`src/rtl/tmr8_pkg.sv`:
```
package tmr8_pkg;
  typedef enum logic [1:0] {
    ACT_HOLD = 2'b00,
    ACT_LOW  = 2'b01,
    ACT_HIGH = 2'b10,
    ACT_FLIP = 2'b11
  } act_e;

  localparam int ADDR_W = 2;
  localparam logic [ADDR_W-1:0] A_CTRL = 2'd0;
  localparam logic [ADDR_W-1:0] A_CNT  = 2'd1;
  localparam logic [ADDR_W-1:0] A_CMPA = 2'd2;
  localparam logic [ADDR_W-1:0] A_CMPB = 2'd3;

  localparam int B_OVF  = 5;
  localparam int B_TRIG = 4;
endpackage

```
`src/rtl/tmr8_cnt.sv`:
```
module tmr8_cnt #(
  parameter int W = 8
) (
  input  logic         clk,
  input  logic         rst,
  input  logic         cnt_en,
  input  logic         load,
  input  logic [W-1:0] load_val,
  output logic [W-1:0] cnt,
  output logic         wrap
);
  localparam logic [W-1:0] TOP = {W{1'b1}};

  assign wrap = cnt_en && !load && (cnt == TOP);

  always_ff @(posedge clk) begin
    if (rst)         cnt <= '0;
    else if (load)   cnt <= load_val;
    else if (cnt_en) cnt <= cnt + 1'b1;
  end

  AST_CNT_STEP: assert property (@(posedge clk) disable iff (rst)
    (cnt_en && !load) |=> (cnt == $past(cnt) + 1'b1));
endmodule

```
`src/rtl/tmr8_regs.sv`:
```
module tmr8_regs
  import tmr8_pkg::*;
#(
  parameter int W        = 8,
  parameter bit HAS_TRIG = 1'b1
) (
  input  logic              clk,
  input  logic              rst,
  input  logic              bus_sel,
  input  logic              bus_wr,
  input  logic [ADDR_W-1:0] bus_addr,
  input  logic [W-1:0]      bus_wdata,
  input  logic [W-1:0]      cnt_val,
  input  logic              wrap,
  output logic [W-1:0]      cmp_a,
  output logic [W-1:0]      cmp_b,
  output act_e              act_a,
  output act_e              act_b,
  output logic              trig_en,
  output logic              cnt_load,
  output logic [W-1:0]      bus_rdata
);
  localparam int PAD = W - 6;

  logic ovf, armed, trig_rd;
  logic ctrl_wr, ctrl_rd;
  logic unused_wbits;

  assign ctrl_wr  = bus_sel &&  bus_wr && (bus_addr == A_CTRL);
  assign ctrl_rd  = bus_sel && !bus_wr && (bus_addr == A_CTRL);
  assign cnt_load = bus_sel &&  bus_wr && (bus_addr == A_CNT);
  assign unused_wbits = &{1'b0, bus_wdata[W-1:6]};

  always_ff @(posedge clk) begin
    if (rst) begin
      cmp_a <= '1;
      cmp_b <= '1;
      act_a <= ACT_HOLD;
      act_b <= ACT_HOLD;
    end else if (bus_sel && bus_wr) begin
      case (bus_addr)
        A_CMPA: cmp_a <= bus_wdata;
        A_CMPB: cmp_b <= bus_wdata;
        A_CTRL: begin
          act_a <= act_e'(bus_wdata[1:0]);
          act_b <= act_e'(bus_wdata[3:2]);
        end
        default: ;
      endcase
    end
  end

  // overflow flag with read-then-write clear
  always_ff @(posedge clk) begin
    if (rst) begin
      ovf   <= 1'b0;
      armed <= 1'b0;
    end else begin
      if (wrap)                                      ovf <= 1'b1;
      else if (ctrl_wr && armed && !bus_wdata[B_OVF]) ovf <= 1'b0;
      if (wrap || ctrl_wr)     armed <= 1'b0;
      else if (ctrl_rd && ovf) armed <= 1'b1;
    end
  end

  generate
    if (HAS_TRIG) begin : g_trig
      always_ff @(posedge clk) begin
        if (rst)          trig_en <= 1'b0;
        else if (ctrl_wr) trig_en <= bus_wdata[B_TRIG];
      end
      assign trig_rd = trig_en;
    end else begin : g_notrig
      assign trig_en = 1'b0;
      assign trig_rd = 1'b1;
    end
  endgenerate

  always_ff @(posedge clk) begin
    if (rst) bus_rdata <= '0;
    else if (bus_sel && !bus_wr) begin
      case (bus_addr)
        A_CTRL:  bus_rdata <= {{PAD{1'b0}}, ovf, trig_rd, act_b, act_a};
        A_CNT:   bus_rdata <= cnt_val;
        A_CMPA:  bus_rdata <= cmp_a;
        default: bus_rdata <= cmp_b;
      endcase
    end
  end

  AST_OVF_SET: assert property (@(posedge clk) disable iff (rst)
    wrap |=> ovf);
  AST_OVF_ARMED_CLEAR: assert property (@(posedge clk) disable iff (rst)
    $fell(ovf) |-> $past(ctrl_wr && armed && !bus_wdata[B_OVF]));
  AST_OVF_RACE: assert property (@(posedge clk) disable iff (rst)
    (wrap && ctrl_wr) |=> ovf);
endmodule

```
`src/rtl/tmr8_out.sv`:
```
module tmr8_out
  import tmr8_pkg::*;
(
  input  logic clk,
  input  logic rst,
  input  logic hit_a,
  input  logic hit_b,
  input  act_e act_a,
  input  act_e act_b,
  output logic level
);
  logic do_flip, do_high, do_low, nxt;

  always_comb begin
    do_flip = (hit_a && act_a == ACT_FLIP) || (hit_b && act_b == ACT_FLIP);
    do_high = (hit_a && act_a == ACT_HIGH) || (hit_b && act_b == ACT_HIGH);
    do_low  = (hit_a && act_a == ACT_LOW)  || (hit_b && act_b == ACT_LOW);
    if (do_flip)      nxt = ~level;
    else if (do_high) nxt = 1'b1;
    else if (do_low)  nxt = 1'b0;
    else              nxt = level;
  end

  always_ff @(posedge clk) begin
    if (rst) level <= 1'b0;
    else     level <= nxt;
  end

  AST_OUT_HOLD: assert property (@(posedge clk) disable iff (rst)
    (!hit_a && !hit_b) |=> (level == $past(level)));
  AST_FLIP_WINS: assert property (@(posedge clk) disable iff (rst)
    ((hit_a && act_a == ACT_FLIP) || (hit_b && act_b == ACT_FLIP)) |=> (level != $past(level)));
endmodule

```
`src/rtl/tmr8_ch.sv`:
```
module tmr8_ch
  import tmr8_pkg::*;
#(
  parameter int W        = 8,
  parameter bit HAS_TRIG = 1'b1
) (
  input  logic              clk,
  input  logic              rst,
  input  logic              cnt_en,
  input  logic              bus_sel,
  input  logic              bus_wr,
  input  logic [ADDR_W-1:0] bus_addr,
  input  logic [W-1:0]      bus_wdata,
  output logic [W-1:0]      bus_rdata,
  output logic              tmr_out,
  output logic              out_en,
  output logic              adc_start
);
  logic [W-1:0] cnt, cmp_a, cmp_b;
  logic         wrap, cnt_load, trig_en, hit_a, hit_b;
  act_e         act_a, act_b;

  tmr8_cnt #(.W(W)) u_cnt (
    .clk(clk), .rst(rst), .cnt_en(cnt_en), .load(cnt_load),
    .load_val(bus_wdata), .cnt(cnt), .wrap(wrap)
  );

  tmr8_regs #(.W(W), .HAS_TRIG(HAS_TRIG)) u_regs (
    .clk(clk), .rst(rst), .bus_sel(bus_sel), .bus_wr(bus_wr),
    .bus_addr(bus_addr), .bus_wdata(bus_wdata), .cnt_val(cnt), .wrap(wrap),
    .cmp_a(cmp_a), .cmp_b(cmp_b), .act_a(act_a), .act_b(act_b),
    .trig_en(trig_en), .cnt_load(cnt_load), .bus_rdata(bus_rdata)
  );

  assign hit_a = cnt_en && (cnt == cmp_a);
  assign hit_b = cnt_en && (cnt == cmp_b);

  tmr8_out u_out (
    .clk(clk), .rst(rst), .hit_a(hit_a), .hit_b(hit_b),
    .act_a(act_a), .act_b(act_b), .level(tmr_out)
  );

  assign out_en    = (act_a != ACT_HOLD) || (act_b != ACT_HOLD);
  assign adc_start = hit_a && trig_en;

  AST_TRIG_COUNTING: assert property (@(posedge clk) disable iff (rst)
    adc_start |-> cnt_en);
  AST_OUT_EN_ACTS: assert property (@(posedge clk) disable iff (rst)
    (act_a == ACT_HOLD && act_b == ACT_HOLD) |-> !out_en);
endmodule

```
`config.mk`:
```
export PLATFORM = sky130hd
export DESIGN_NAME = tmr8_ch
export DESIGN_NICKNAME = d
export VERILOG_FILES = /design/src/rtl/tmr8_pkg.sv /design/src/rtl/tmr8_cnt.sv /design/src/rtl/tmr8_regs.sv /design/src/rtl/tmr8_out.sv /design/src/rtl/tmr8_ch.sv
export SDC_FILE = /design/constraint.sdc
export NUM_CORES = 1
export LEC_CHECK = 0
export CORE_UTILIZATION = 67
export DETAILED_ROUTE_END_ITERATION = 6
export DONT_BUFFER_PORTS = 1
export HOLD_SLACK_MARGIN = 0.08
export PLACE_DENSITY = 0.83
export SLEW_MARGIN = 25
export SYNTH_ARGS = -nofsm -noshare
export SYNTH_HDL_FRONTEND = slang
export SYNTH_SLANG_ARGS = --single-unit
```
`constraint.sdc`:
```
create_clock -name clk -period 4 [get_ports clk]
set_input_delay 0.6 -clock clk [delete_from_list [all_inputs] [get_ports clk]]
set_output_delay 0.6 -clock clk [all_outputs]
set_load 0.01 [all_outputs]
```
## Word level (Yosys, flattened, before mapping)

Cells that the tools add are included.

- Input bits: 15
- Flip-flop bits (word level): 40
- Memories: 0
- Bits in writable memories: 0
- Memory bits (read-only): 0
- Latch bits: 0

- Bitwise gates (word level): 1
- Div/mod/pow operators: 0
- Reduce and logical (&&, ||, !) cells: 37
- $lt $le $gt $ge: 0
- Eq/ne operators: 12
- Muxes and demuxes: 8
- $add $sub $neg: 1
- Shift-type cells: 0
- Multiply operators: 0

Operators by type and width:

| kind | count |
|---|---|
| $pmux W8 S3 | 1 |
| $logic_and A1 B1 Y1 | 19 |
| $eq A8 B8 Y1 | 2 |
| $mux W8 | 2 |
| $eq A2 B2 Y1 const B | 6 |
| $add A8 B1 Y8 const B | 1 |
| $eq A8 B8 Y1 const B | 1 |
| $reduce_bool A2 Y1 | 4 |
| $eq A2 B1 Y1 const B | 3 |
| $reduce_and A2 Y1 | 3 |
| $logic_or A1 B1 Y1 | 5 |
| $mux W1 | 5 |
| $logic_not A1 Y1 | 3 |
| $reduce_bool A3 Y1 | 1 |
| $logic_not A2 Y1 | 1 |
| $reduce_or A2 Y1 | 1 |
| $not A1 Y1 | 1 |

## Logic depth before layout (Yosys ltp)

Gate-level depths: netlist of run 1.

- Depth after elaboration: 7
- Depth in mapped cells: 6
- Depth with buffers taken out: 5

## Modules after synthesis

A second synthesis of run 1 with hierarchy kept.

- Cells, all modules: 231
- Area total of the unflattened synthesis: 2,132.0 µm²

By module, submodules not included:

| module | times used | seq. area each (µm²) | area an instance (µm²) | cells an instance |
|---|---|---|---|---|
| tmr8_regs | 1 | 620.6 | 1,388.8 | 138 |
| tmr8_cnt | 1 | 160.2 | 456.7 | 55 |
| tmr8_ch | 1 | 0.0 | 212.7 | 30 |
| tmr8_out | 1 | 20.0 | 73.8 | 8 |

## Least setup slack after synthesis of run 1

OpenSTA, ideal clock, no wires.

- Path type: in2out
- Start point: input port cnt_en
- End point: output port adc_start
- Stages: 4
- Data arrival time: 1.279 ns
- Setup slack: 2.121 ns
- Data required time: 3.400 ns
- Cells stage by stage: buf_2 nand2_1 nor3_2 and2_1

- Cells in the longest elaborated chain, start to end: 2

RTL lines:

| item | line | RTL |
|---|---|---|
| start, declared | tmr8_ch.sv:9 | `input logic cnt_en,` |
| $logic_and A1 B1 Y1 | tmr8_ch.sv:35 | `assign hit_a = cnt_en && (cnt == cmp_a);` |
| $logic_and A1 B1 Y1 | tmr8_ch.sv:44 | `assign adc_start = hit_a && trig_en;` |
| end, declared | tmr8_ch.sv:17 | `output logic adc_start` |

No other way between the ends.

## Worst setup path in the final report of run 1

- Start point: register u_cnt.cnt[0]
- End point: output port adc_start

- Cells in the longest elaborated chain, start to end: 3

RTL lines:

| item | line | RTL |
|---|---|---|
| start, declared | tmr8_cnt.sv:9 | `output logic [W-1:0] cnt,` |
| start signal, assigned | tmr8_cnt.sv:18 | `else if (load) cnt <= load_val;` |
| start signal, assigned | tmr8_cnt.sv:19 | `else if (cnt_en) cnt <= cnt + 1'b1;` |
| $eq A8 B8 Y1 | tmr8_ch.sv:35 |  |
| $logic_and A1 B1 Y1 | tmr8_ch.sv:35 |  |
| $logic_and A1 B1 Y1 | tmr8_ch.sv:44 |  |

No other way between the ends.

==> qor.csv, run 1 <==
stage,metric,value,unit
layout,area_delta_synth_final,0.297,%
timing,setup_viol_count_final,0,
place,place_ws,2.16,ns
logic_synthesis,syn_area,2100,um^2
pwr,peakVddDrop,0.000265,V
grt,grt_pass1_wl,7.19,mm
timing,finalSetupTns,0,ns
die,row_count,19,
timing,finalHoldViolCount,0,
grt,grt_pass1_vias,1512,
die,dieWidth,58.0,um
grt,grt_antenna_before_repair,0,
clock_network,cts-root-buf,clkbuf_4,
logic_synthesis,synth-seq-cells,40,
critical_path,cp-end-kind,output pin,
detailed_routing,detail_route.wl_per_cell,17.9,um
logic_synthesis,synth-main-ff-cell,dfxtp_1,
clock_network,clock-sinks,40,
critical_path,slowest_stage,dfxtp_1,
clock_network,cts-resized-gates,0,
clock_network,htree_levels,2,
layout,n_fill_cell,197,
die,die-area,3370,um^2
detailed_routing,drt_iter0_drc,63,
logic_synthesis,synth_edf_count,0,
run_status,outcome,"finished, violations left",
critical_path,cp_max_fo,7,
hold_path,hold_class,input port to flop,
clock_network,cts_buffer_depth,2,
pwr,p_total,0.723,mW
detailed_routing,wl,4.36,mm
run_status,violations,design-rule violations,
die,start_util,73.7,%
detailed_routing,vias,1572,
timing,tightest_slew,0.695,ns
logic_synthesis,ys_seq_area_share,38.1,%
critical_path,cp_data_arrival_time,1.63,ns
timing,slew_headroom,53.6,%
timing,min_period_over_period,55.9,%
logic_synthesis,syn-num-nets,241,
place,port-buffer-count,0,
logic_synthesis,syn-mean-instance-area,9.35,um^2
logic_synthesis,ys_warn_count,0,
logic_synthesis,synth_top_area_share,38.1,%
flow_run,drv_cap,0,
logic_synthesis,synth_top_area_cell,dfxtp_1,
logic_synthesis,synthCells,225,
die,io_pins,26,
grt,grt_usage,29.1,%
critical_path,path_class,flop to output pin,
logic_synthesis,ys_async_sr_fraction,0,%
layout,diodes,0,
layout,drive_gt1_share,11.3,%
timing,rsz0062_at_grt,no,
grt,grt_max_degree,41,
clock_network,hold_buffers,0,
detailed_routing,via_per_inst,6.44,
timing,maxSlewViolCount,0,
critical_path,start_kind,flop,
layout,nNetsFinal,229,
logic_synthesis,synth_cell_types,42,
clock_network,cts_tree,built,
timing,fin_crit,2.23,ns
timing,clock_skew,0.00415,ns
place,gp_congestion,0.955,
clock_network,cts_setup_buffers,0,
clock_network,numCtsBuffers,5,
layout,design_area,2110,um^2
place,dpl_cell_area,2040,um^2
clock_network,clock_latency,0.34,ns
logic_synthesis,yosys-top-cells-area,"dfxtp_1, xnor2_1, mux4_2, nand2_1, a211o_1",
detailed_routing,dr.pass1.iters,6,
pwr,p_leak,0.734,nW
critical_path,path_cells,"xnor2_1, nand4_1, nor3_2, and2_1",
die,coreArea,2850,um^2
critical_path,crit_required,3.40,ns
critical_path,max_stage_delay,0.51,ns
grt,overflow,0,
timing,max_freq,448,MHz
pwr,powerDensity,343,nW/um^2
clock_network,clkTransAtPathRegs,0.10,ns
die,die_h,58.0,um
detailed_routing,drc,5,
timing,worst_slack,1.77,ns
place,dp_hpwl,3.23,mm
detailed_routing,ant_nets,0,
==> synth_stat cells, types with 2 or more instances <==
library cell  instances
mux4_2                6
a211oi_1              8
nand3b_1              9
nor2b_1               8
nor2_1               17
a221oi_1              3
dfxtp_1              40
xnor2_1              17
buf_2                12
clkbuf_1              5
a211o_1               8
a21oi_1               8
nand4_1               8
mux2i_1               6
nand3_1               2
xor2_1                6
nand2_1              34
inv_1                 2
nor3_1                3
==> path summary, 6_finish.rpt <==
kind	from	to	slack (ns)	depth (start not counted)
min reg2reg	u_regs.bus_rdata[0]	u_regs.bus_rdata[0]	0.50	2
min	rst	u_regs.bus_rdata[0]	0.31	1
max reg2reg	u_cnt.cnt[0]	u_regs.armed	2.35	5
max	u_cnt.cnt[0]	adc_start	1.77	4
==> area by class of cell <==
type | instances | area (um^2) | area share (%)
multi-input combinational | 164 | 1200 | 56.8
inverter | 2 | 7.51 | 0.356
sequential | 40 | 801 | 38.0
clock buffer | 7 | 65.1 | 3.08
tap | 31 | 38.8 | 1.84
==> where the power goes <==
| part | total [mW] | switching (mW) | internal [mW] |
|---|---|---|---|
| registers | 0.437 | 0.0223 | 0.414 |
| clock network | 0.218 | 0.118 | 0.0996 |
| logic | 0.0690 | 0.0286 | 0.0404 |
==> kinds of logic (layout without fill, tap and decap cells) <==
| group | count (synthesis) | after routing | synth area share, % |
|---|---|---|---|
| AO/OA/AOI/OAI | 30 | 30 | 10.6 |
| XOR/XNOR | 23 | 23 | 9.58 |
| adder cells (fa/ha/maj) | 1 | 1 | 0.595 |
| buffers and inverters | 21 | 9 | 5.00 |
| flip-flops | 40 | 40 | 38.1 |
| multiplexers | 14 | 14 | 10.4 |
| AND/OR/NAND/NOR | 96 | 96 | 25.8 |
==> flip-flops by register name (all words and copies together), names as in the netlist, 2 cells and up <==
name              cells
u_regs.act_a          2
u_regs.cmp_a          8
u_regs.bus_rdata      8
u_regs.act_b          2
u_cnt.cnt             8
u_regs.cmp_b          8
==> layout by cell type (no fill, tap or decap), types with 2 or more instances in the layout <==
cell | synthesis | final
nand2_1 | 34 | 34
nand4_1 | 8 | 8
nand3_1 | 2 | 2
mux4_2 | 6 | 6
nand3b_1 | 9 | 9
nor2_1 | 17 | 17
clkbuf_8 | 0 | 2
mux2i_1 | 6 | 6
a211o_1 | 8 | 8
nor3_1 | 3 | 3
nor2b_1 | 8 | 8
a221oi_1 | 3 | 3
a21oi_1 | 8 | 8
xnor2_1 | 17 | 17
clkbuf_4 | 0 | 5
inv_1 | 2 | 2
a211oi_1 | 8 | 8
dfxtp_1 | 40 | 40
xor2_1 | 6 | 6
==> routing by layer <==
| layer | up-vias | part of all wire (%) | global-route usage, % |
|---|---|---|---|
| met3 | 13 | 6.5 | 6.47 |
| met2 | 48 | 46 | 44.0 |
| met5 | - | 0 | 0 |
| met1 | 746 | 45 | 38.5 |
| met4 | 0 | 2.7 | 16.7 |
| li1 | 765 | - | - |
==> worst max-delay path: cells and delay by family (launching register included) <==
family | cells | cell delay [ns]
XOR/XNOR | 1 | 0.15
flip-flops | 1 | 0.51
AND/OR/NAND/NOR | 3 | 0.63
==> metrics by stage <==
stage | util [%] | std cells | hold WS [ns]
after floorplan | - | 225 | 0.447
after global placement | 71.7 | 237 | 0.461
after detailed placement | 71.7 | 237 | 0.488
after CTS | 73.9 | 244 | 0.299
after global routing | 73.9 | 244 | 0.296
final | 73.9 | 244 | 0.312
Power figures use the tool's default switching activity.
==> run 2, diff against run 1 <==
--- a/config.mk
+++ b/config.mk
@@ -5,11 +5,11 @@
 export SDC_FILE = /design/constraint.sdc
 export NUM_CORES = 1
 export LEC_CHECK = 0
-export CORE_UTILIZATION = 67
+export CORE_UTILIZATION = 62
 export DETAILED_ROUTE_END_ITERATION = 6
 export DONT_BUFFER_PORTS = 1
 export HOLD_SLACK_MARGIN = 0.08
-export PLACE_DENSITY = 0.83
+export PLACE_DENSITY = 0.78
 export SLEW_MARGIN = 25
 export SYNTH_ARGS = -nofsm -noshare
 export SYNTH_HDL_FRONTEND = slang
==> constraint.sdc (replaced) <==
create_clock -name clk -period 2.3 [get_ports clk]
set_input_delay 0.345 -clock clk [delete_from_list [all_inputs] [get_ports clk]]
set_output_delay 0.345 -clock clk [all_outputs]
set_load 0.01 [all_outputs]
==> run 2 against run 1 <==
The run now ends clean. Cell count up 7.4%. Flip-flop and latch count unchanged. Via count up 5.1%. Non-clock buffer count increased by 4. Clock-buffer cell count unchanged. Sequential power increased by 74%. Core utilization shrank 3.9 points. Clock skew rose by 0.0029 ns.
==> qor.csv, run 2 (synthesis gave the netlist of run 1 again) <==
stage,metric,value,unit
run_status,outcome,completed,
clock_network,cts-root-buf,clkbuf_4,
detailed_routing,vias,1652,
clock_network,numCtsBuffers,5,
critical_path,path_class,flop to output pin,
detailed_routing,drt_iter0_drc,86,
die,dieWidth,60.2,um
place,gp_congestion,0.980,
grt,overflow,0,
layout,final_cell_mix,"dfxtp_1, nand2_1, xnor2_1, nor2_1, nand3b_1",
grt,grt_antenna_before_repair,0,
flow_run,drv_cap,0,
timing,finalHoldViolCount,0,
detailed_routing,via_per_inst,6.31,
detailed_routing,drc,0,
critical_path,start_kind,flop,
clock_network,clkTransAtPathRegs,0.12,ns
die,row_count,20,
die,io_pins,26,
clock_network,htree_levels,2,
timing,slew_headroom,54.5,%
layout,nNetsFinal,233,
clock_network,cts_buffer_depth,2,
critical_path,cp_max_fo,7,
timing,worst_slack,0.326,ns
timing,setup_viol_count_final,0,
timing,min_period_over_period,85.8,%
place,placed_cells,250,
detailed_routing,wl,4.65,mm
timing,whs,0.0968,ns
critical_path,cp-end-kind,output pin,
timing,rsz0062_at_grt,no,
clock_network,clock-sinks,40,
critical_path,crit_required,1.96,ns
grt,grt_pass1_vias,1518,
layout,fin_cells,262,
layout,diodes,0,
critical_path,path_cells,"xnor2_1, nand4_1, nor3_2, and2_1",
timing,maxSlewViolCount,0,
die,die-area,3630,um^2
die,die_h,60.2,um
timing,clock_skew,0.00708,ns
grt,grt_max_degree,30,
detailed_routing,ant_nets,0,
pwr,powerDensity,642,nW/um^2
clock_network,cts-resized-gates,0,
die,coreArea,3130,um^2
timing,tightest_slew,0.682,ns
layout,drive_gt1_share,11.9,%
pwr,peakVddDrop,0.000419,V
layout,final_common_cell,dfxtp_1,
grt,grt_usage,28.9,%
place,place_ws,0.690,ns
critical_path,cp_data_arrival_time,1.63,ns
pwr,p_leak,0.765,nW
detailed_routing,dr.pass1.iters,5,
hold_path,hold_class,input port to flop,
timing,max_freq,507,MHz
clock_network,cts_tree,built,
critical_path,slowest_stage,dfxtp_1,
die,start_util,67.2,%
timing,finalSetupTns,0,ns
timing,fin_crit,1.97,ns
detailed_routing,detail_route.wl_per_cell,17.7,um
clock_network,clock_latency,0.35,ns
critical_path,max_stage_delay,0.51,ns
layout,area_delta_synth_final,4.16,%
place,dp_hpwl,3.29,mm
grt,grt_pass1_wl,7.40,mm
place,port-buffer-count,0,
-- run 2: timing repair --
action	in CTS	in global routing
buffers inserted	0	0
endpoints found under the hold margin	29	5
hold buffers	2	2
-- run 2: final timing paths --
kind	startpoint	to	slack, ns	cells after the start
worst min register to register	u_regs.bus_rdata[4]	u_regs.bus_rdata[4]	0.51	2
worst max-delay path	u_cnt.cnt[4]	adc_start	0.33	4
worst min-delay path	rst	u_regs.cmp_b[6]	0.1	1
worst max register to register	u_cnt.cnt[0]	u_regs.armed	0.62	5
-- run 2: area by class of cell --
class	count	area, um^2
multi-input combinational	164	1200
fill	249	937
inverter	2	7.51
clock inverter	1	30.0
clock buffer	7	65.1
sequential	40	801
timing repair buffer	4	35.0
tap	44	55.1
-- run 2: stage by stage --
| stage | power [mW] | cell area (um^2) | utilization (%) |
|---|---|---|---|
| global route | 1.46 | 2190 | 70.0 |
| CTS | 1.41 | 2180 | 69.6 |
| floorplan | 0.893 | 2100 | - |
| global placement | 0.888 | 2060 | 65.9 |
| finish | 1.41 | 2190 | 70.0 |
| detailed placement | 0.893 | 2060 | 65.9 |
-- run 2: where the power goes --
group	internal, mW	total [mW]	leakage [nW]	switching (mW)
Combinational	0.0739	0.134	0.387	0.0604
Clock	0.289	0.513	0.0515	0.224
Sequential	0.721	0.760	0.326	0.0390
-- run 2: worst max-delay path: cells and delay by family, from the launching register on --
kind | cells | cell delay (ns)
XOR/XNOR | 1 | 0.17
flip-flops | 1 | 0.51
AND/OR/NAND/NOR | 3 | 0.60
-- run 2: metal layers --
layer | routed length (um) | track usage, %
met1 | 1960 | 37.4
met2 | 2160 | 45.1
met3 | 374 | 7.36
met4 | 155 | 12.6
met5 | 0 | 0
